==> config.mk <==
export PLATFORM = sky130hd
export DESIGN_NAME = nmi_sync_gen
export DESIGN_NICKNAME = d
export VERILOG_FILES = /design/src/rtl/nsg_pkg.sv /design/src/rtl/nsg_line_timer.sv /design/src/rtl/nsg_port_latch.sv /design/src/rtl/nsg_pulse_gen.sv /design/src/rtl/nmi_sync_gen.sv
export SDC_FILE = /design/constraint.sdc
export NUM_CORES = 1
export LEC_CHECK = 0
export ABC_AREA = 1
export BUFFER_PORTS_ARGS = -buffer_cell sky130_fd_sc_hd__buf_2
export CAP_MARGIN = 20
export CORE_MARGIN = 2
export CORE_UTILIZATION = 40
export CTS_CLUSTER_SIZE = 16
export DETAILED_ROUTE_END_ITERATION = 7
export PLACE_DENSITY = 0.6
export SKIP_LAST_GASP = 1
export SYNTH_ARGS = -nofsm -noshare
export SYNTH_HDL_FRONTEND = slang
export SYNTH_HIERARCHICAL = 1
export SYNTH_SLANG_ARGS = --single-unit
==> constraint.sdc <==
create_clock -name clk -period 1.4 [get_ports clk]
set_input_delay 0.28 -clock clk [delete_from_list [all_inputs] [get_ports clk]]
set_output_delay 0.28 -clock clk [all_outputs]
set_load 0.1 [all_outputs]
==> src/rtl/nsg_pkg.sv <==
// Package: shared types and helpers for the line-rate NMI and sync generator.
// Assumes counter values fit in 32 bits.
package nsg_pkg;

    // Decoded meaning of one I/O write cycle
    typedef enum logic [1:0] {
        CMD_NONE = 2'd0,
        CMD_ON   = 2'd1,
        CMD_OFF  = 2'd2
    } port_cmd_e;

    // Decode strobe and address bits; the disable port wins when both selects are low
    function automatic port_cmd_e decode_port(input logic wr_n, input logic sel_on_n,
                                              input logic sel_off_n);
        if (wr_n)
            return CMD_NONE;
        if (!sel_off_n)
            return CMD_OFF;
        if (!sel_on_n)
            return CMD_ON;
        return CMD_NONE;
    endfunction

endpackage

==> src/rtl/nsg_line_timer.sv <==
// Module: free-running line counter.
// Counts 0..PERIOD-1 and wraps; flags the last count of each period.
// Assumes PERIOD >= 2.
module nsg_line_timer #(
    parameter int PERIOD = 207,
    localparam int CW = $clog2(PERIOD)
) (
    input  logic          clk,
    input  logic          rst_n,
    output logic [CW-1:0] cnt,
    output logic          wrap
);
    localparam logic [CW-1:0] LAST = CW'(PERIOD - 1);

    // Last count of the period: the next edge is the boundary
    assign wrap = (cnt == LAST);

    // Advance the counter, wrapping at the period end
    always_ff @(posedge clk) begin
        if (!rst_n)
            cnt <= '0;
        else if (wrap)
            cnt <= '0;
        else
            cnt <= cnt + CW'(1);
    end

    AST_CNT_RANGE: assert property (@(posedge clk) disable iff (!rst_n)
        cnt <= LAST);
    AST_CNT_STEP: assert property (@(posedge clk) disable iff (!rst_n)
        (cnt != LAST) |=> (cnt == $past(cnt) + CW'(1)));
    AST_CNT_WRAP: assert property (@(posedge clk) disable iff (!rst_n)
        (cnt == LAST) |=> (cnt == '0));
endmodule

==> src/rtl/nsg_port_latch.sv <==
// Module: I/O-port decoded enable latch plus the boundary-aligned gate.
// The requested state follows writes at once. The applied state copies it only
// when the counter wraps, so an interrupt pulse is never cut short.
module nsg_port_latch
    import nsg_pkg::*;
(
    input  logic clk,
    input  logic rst_n,
    input  logic iowr_n,
    input  logic a0,
    input  logic a1,
    input  logic wrap,
    output logic en_req,
    output logic en_act
);
    port_cmd_e cmd;

    // Decode the current bus cycle
    assign cmd = decode_port(iowr_n, a0, a1);

    // Requested enable state, set and cleared by port writes
    always_ff @(posedge clk) begin
        if (!rst_n)
            en_req <= 1'b0;
        else if (cmd == CMD_ON)
            en_req <= 1'b1;
        else if (cmd == CMD_OFF)
            en_req <= 1'b0;
    end

    // Applied gate, updated only at the period boundary
    always_ff @(posedge clk) begin
        if (!rst_n)
            en_act <= 1'b0;
        else if (wrap)
            en_act <= en_req;
    end

    AST_OFF_WRITE: assert property (@(posedge clk) disable iff (!rst_n)
        (!iowr_n && !a1) |=> !en_req);
    AST_ON_WRITE: assert property (@(posedge clk) disable iff (!rst_n)
        (!iowr_n && !a0 && a1) |=> en_req);
    AST_NO_WRITE: assert property (@(posedge clk) disable iff (!rst_n)
        iowr_n |=> $stable(en_req));
    AST_GATE_HOLD: assert property (@(posedge clk) disable iff (!rst_n)
        !wrap |=> $stable(en_act));
endmodule

==> src/rtl/nsg_pulse_gen.sv <==
// Module: registered pulse shaper.
// Builds the sync window, the gated interrupt window and the wait request from
// the counter value, and registers all three so the outputs are free of glitches.
// Assumes LEAD + NMI_W <= PERIOD and SYNC_W < PERIOD.
module nsg_pulse_gen #(
    parameter int PERIOD = 207,
    parameter int SYNC_W = 20,
    parameter int NMI_W  = 16,
    parameter int LEAD   = 3,
    localparam int CW = $clog2(PERIOD)
) (
    input  logic          clk,
    input  logic          rst_n,
    input  logic [CW-1:0] cnt,
    input  logic          en_act,
    input  logic          halt_n,
    output logic          sync_n,
    output logic          nmi_n,
    output logic          wait_n
);
    localparam logic [CW-1:0] SYNC_END = CW'(SYNC_W);
    localparam logic [CW-1:0] NMI_BEG  = CW'(LEAD);
    localparam logic [CW-1:0] NMI_END  = CW'(LEAD + NMI_W);

    logic sync_win;
    logic nmi_win;
    logic nmi_fire;

    // The sync window opens at count 0
    assign sync_win = (cnt < SYNC_END);

    // The interrupt window is placed by the lead offset; a zero lead needs no lower bound
    generate
        if (LEAD == 0) begin : g_nmi_at_zero
            assign nmi_win = (cnt < NMI_END);
        end else begin : g_nmi_offset
            assign nmi_win = (cnt >= NMI_BEG) && (cnt < NMI_END);
        end
    endgenerate

    // The interrupt fires only while the applied gate is open
    assign nmi_fire = nmi_win && en_act;

    // Register the active-low outputs
    always_ff @(posedge clk) begin
        if (!rst_n) begin
            sync_n <= 1'b1;
            nmi_n  <= 1'b1;
            wait_n <= 1'b1;
        end else begin
            sync_n <= !sync_win;
            nmi_n  <= !nmi_fire;
            wait_n <= !(nmi_fire && halt_n);
        end
    end

    AST_GATE_CLOSED: assert property (@(posedge clk) disable iff (!rst_n)
        !en_act |=> nmi_n);
    AST_SYNC_UNGATED: assert property (@(posedge clk) disable iff (!rst_n)
        (cnt == '0) |=> !sync_n);
endmodule

==> src/rtl/nmi_sync_gen.sv <==
// Module: top of the line-rate NMI and sync generator.
// Connects the line timer, the port latch and the pulse shaper. Also holds the
// pulse-length counters that the width and offset assertions use.
module nmi_sync_gen #(
    parameter int PERIOD = 207,
    parameter int SYNC_W = 20,
    parameter int NMI_W  = 16,
    parameter int LEAD   = 3
) (
    input  logic clk,
    input  logic rst_n,
    input  logic iowr_n,
    input  logic a0,
    input  logic a1,
    input  logic halt_n,
    output logic sync_n,
    output logic nmi_n,
    output logic wait_n,
    output logic nmi_enabled
);
    localparam int CW = $clog2(PERIOD);
    localparam logic [CW-1:0] LEN_MAX = CW'(PERIOD - 1);

    logic [CW-1:0] cnt;
    logic          wrap;
    logic          en_req;
    logic          en_act;
    logic [CW-1:0] sync_len;
    logic [CW-1:0] nmi_len;

    nsg_line_timer #(.PERIOD(PERIOD)) u_timer (
        .clk   (clk),
        .rst_n (rst_n),
        .cnt   (cnt),
        .wrap  (wrap)
    );

    nsg_port_latch u_latch (
        .clk    (clk),
        .rst_n  (rst_n),
        .iowr_n (iowr_n),
        .a0     (a0),
        .a1     (a1),
        .wrap   (wrap),
        .en_req (en_req),
        .en_act (en_act)
    );

    nsg_pulse_gen #(
        .PERIOD (PERIOD),
        .SYNC_W (SYNC_W),
        .NMI_W  (NMI_W),
        .LEAD   (LEAD)
    ) u_pulse (
        .clk    (clk),
        .rst_n  (rst_n),
        .cnt    (cnt),
        .en_act (en_act),
        .halt_n (halt_n),
        .sync_n (sync_n),
        .nmi_n  (nmi_n),
        .wait_n (wait_n)
    );

    assign nmi_enabled = en_req;

    // Count how long each output has been low, saturating at the period
    always_ff @(posedge clk) begin
        if (!rst_n) begin
            sync_len <= '0;
            nmi_len  <= '0;
        end else begin
            sync_len <= sync_n ? '0 : ((sync_len == LEN_MAX) ? sync_len : sync_len + CW'(1));
            nmi_len  <= nmi_n  ? '0 : ((nmi_len  == LEN_MAX) ? nmi_len  : nmi_len  + CW'(1));
        end
    end

    AST_SYNC_WIDTH: assert property (@(posedge clk) disable iff (!rst_n)
        $rose(sync_n) |-> (sync_len == CW'(SYNC_W)));
    AST_NMI_WIDTH: assert property (@(posedge clk) disable iff (!rst_n)
        $rose(nmi_n) |-> (nmi_len == CW'(NMI_W)));
    AST_NMI_LEAD: assert property (@(posedge clk) disable iff (!rst_n)
        $fell(nmi_n) |-> (sync_len == CW'(LEAD)));
    AST_WAIT_RULE: assert property (@(posedge clk) disable iff (!rst_n)
        wait_n == !($past(halt_n) && !nmi_n));
endmodule

==> impl_metrics.toml <==
[grt]
grt_util_all_layers = 0.149
grt_pass1_wl_um = 2180
grt_max_degree = 9
grt_pass1_vias = 522
overflow = 0
antenna_found_initial = 0

[pwr]
power.share.switching = 0.272
seqPwrFrac = 0.552
power_leakage_nw = 0.280
p_sw_w = 0.000194
p_per_area_mw_per_mm2 = 942
p_int_w = 0.000517
pwr-share-clk = 0.325
vdd_ir_drop_max_uv = 704
p_comb_frac = 0.123

[route]
ant_nets = 0
routed-via-count = 563
drc_errors = 0
avgViaCountPerCell = 4.77
first_iter_violations = 7
wirelength_um = 1180
wl_per_cell_um = 9.96
drtPass1Iterations = 4

[clock_tree]
cts_buffer_depth = 2
cts_tree = "done"
clock-root-buffer = "clkbuf_4"
cts_htree_levels = 1
numCtsBuffers = 3
cts-resized-gates = 0
postCtsHoldBufs = 0
cts_setup_buffers = 0
cts.sinks = 13
path_clk_slew_ps = 70
clk_latency_ps = 270

[outcome]
status = "finished clean"

[setup_path]
worst_setup_path_end_kind = "output pin"
cp_slowest_stage_delay_ps = 430
path_cells = "buf_2"
slowest_stage = "buf_2"
crit_type = "reg2out"
cp-start-kind = "flip-flop"
crit_required_ps = 1120
crit_fanout = 2
cp_top_family = "buffers and inverters"
worstPathArrival_ps = 1030
crit_buf_inv = 1

[logic_synthesis]
netlist_area_um2 = 663
yosysTopAreaCell = "dfxtp_1"
ys_seq_area_frac = 0.392
synth_seq_cells = 13
yosysTopAreaCellShare = 0.392
synth_cell_types = 19
synthesis.instances = 89
synth_warnings = 6
synth_area_per_cell_um2 = 7.45
synth_nets = 98
synth.area.top_cells = "dfxtp_1 39%, nand2_1 13%, nor2_2 7.5%"

[layout]
drive_above_1_share = 0.275
syn_to_final_growth_pct = 13.8
fillCellCount = 156
fin_nets = 112
antenna_cells = 0
stdcell_count = 118

[sta]
hold_violations = 0
slew_headroom = 0.679
setup_tns_ps = 0
rsz0062_at_grt = "no"
max_freq_mhz = 761
finalCritPeriodShare = 0.939
finalCriticalPeriod_ps = 1310
fin_skew_ps = 3.96
finalSetupViolations = 0
worst_pin_slew_ps = 484
slew_viol_final = 0

[floorplan]
die_w_um = 44.7
die-area_mm2 = 0.00200
core_mm2 = 0.00152
start_util = 0.435
io_pins = 10
die_h_um = 44.7
std_cell_rows = 14

[place]
numPortBuffers = 9
dp_hpwl_um = 888
placed_cells = 114
gp_congestion = 0.777

[hold_path]
hold_class = "in2reg"

[flow_run]
cap_violations = 0
-- cell usage in the layout (no fill, tap or decap), drive strengths merged, types with 2 or more instances in the layout --
| cell | instances |
|---|---|
| nand2 | 25 |
| nor2 | 17 |
| dfxtp | 13 |
| inv | 11 |
| buf | 9 |
| nand3 | 7 |
| a21oi | 5 |
| clkbuf | 4 |
| ha | 3 |
| o21ai | 2 |
-- synth_stat cells, drive strengths merged --
master / count
nand3: 7
nor2: 17
inv: 11
nor3: 1
a21oi: 5
or2: 1
xnor2: 1
nand4: 1
nand2: 25
dfxtp: 13
ha: 3
o21ai: 2
o211ai: 1
nor3b: 1
-- kinds of logic after synthesis --
logic type               after synthesis  synth area share
AO/OA/AOI/OAI                          8            0.0755
XOR/XNOR                               1            0.0132
adder cells (fa/ha/maj)                3            0.0566
buffers and inverters                 11            0.0623
flip-flops                            13             0.392
AND/OR/NAND/NOR                       53             0.400
-- worst register-to-register path: stages (launching register included) --
cell	delay, ps
dfxtp_1	390
inv_1	90
ha_1	220
nand2_1	70
nor2_1	40
nand2_1	80
nand2_2	130
a21oi_1	140
-- final timing paths --
| check | startpoint | to | slack (ps) | cells after the start |
|---|---|---|---|---|
| worst min-delay path | halt_n | u_pulse/wait_n$_SDFF_PN1_ | 190 | 2 |
| worst min register to register | u_timer/cnt[0]$_SDFF_PP0_ | u_timer/cnt[0]$_SDFF_PP0_ | 490 | 1 |
| worst max-delay path | u_latch/en_req$_SDFFE_PN0P_ | nmi_enabled | 90 | 1 |
| worst max register to register | u_timer/cnt[0]$_SDFF_PP0_ | u_timer/cnt[4]$_SDFF_PP0_ | 190 | 7 |
-- area by class of cell --
class / count / area, µm² / share of cell area
tap: 16 / 20.0 / 0.0265
clock buffer: 4 / 26.3 / 0.0348
sequential: 13 / 260 / 0.345
inverter: 11 / 41.3 / 0.0547
timing repair buffer: 9 / 45.0 / 0.0597
multi-input combinational: 65 / 362 / 0.479
-- metal layers --
metal,global-route usage,wire length [µm]
met5,0,0
met4,0.0364,9
met1,0.186,575
met3,0.0600,56
met2,0.238,534
-- metrics by stage --
step           hold slack [ps]   util  instance area, µm²  worst slack (ps)  power (W)
6_report                   195  0.495                 754              85.6   0.000711
5_1_grt                    176  0.495                 754              28.9   0.000759
4_1_cts                    188  0.495                 754              73.9   0.000723
3_5_place_dp               470  0.478                 728               208   0.000489
3_3_place_gp               460  0.478                 728               226   0.000488
2_1_floorplan              367      -                 663              89.2   0.000467
-- flip-flops by register name, summed over array words and instances (netlist names) --
| signal | count |
|---|---|
| u_timer/cnt | 8 |
| u_pulse/nmi_n | 1 |
| u_pulse/wait_n | 1 |
| u_pulse/sync_n | 1 |
| u_latch/en_req | 1 |
| u_latch/en_act | 1 |
-- power groups by stage --
stage	clock, W	sequential [W]	combinational, W
floorplan	0	0.000429	0.0000386
global placement	0	0.000401	0.0000868
detailed placement	0	0.000402	0.0000873
CTS	0.000242	0.000393	0.0000880
global route	0.000265	0.000395	0.0000980
finish	0.000231	0.000393	0.0000874
Power figures use the tool's default switching activity.
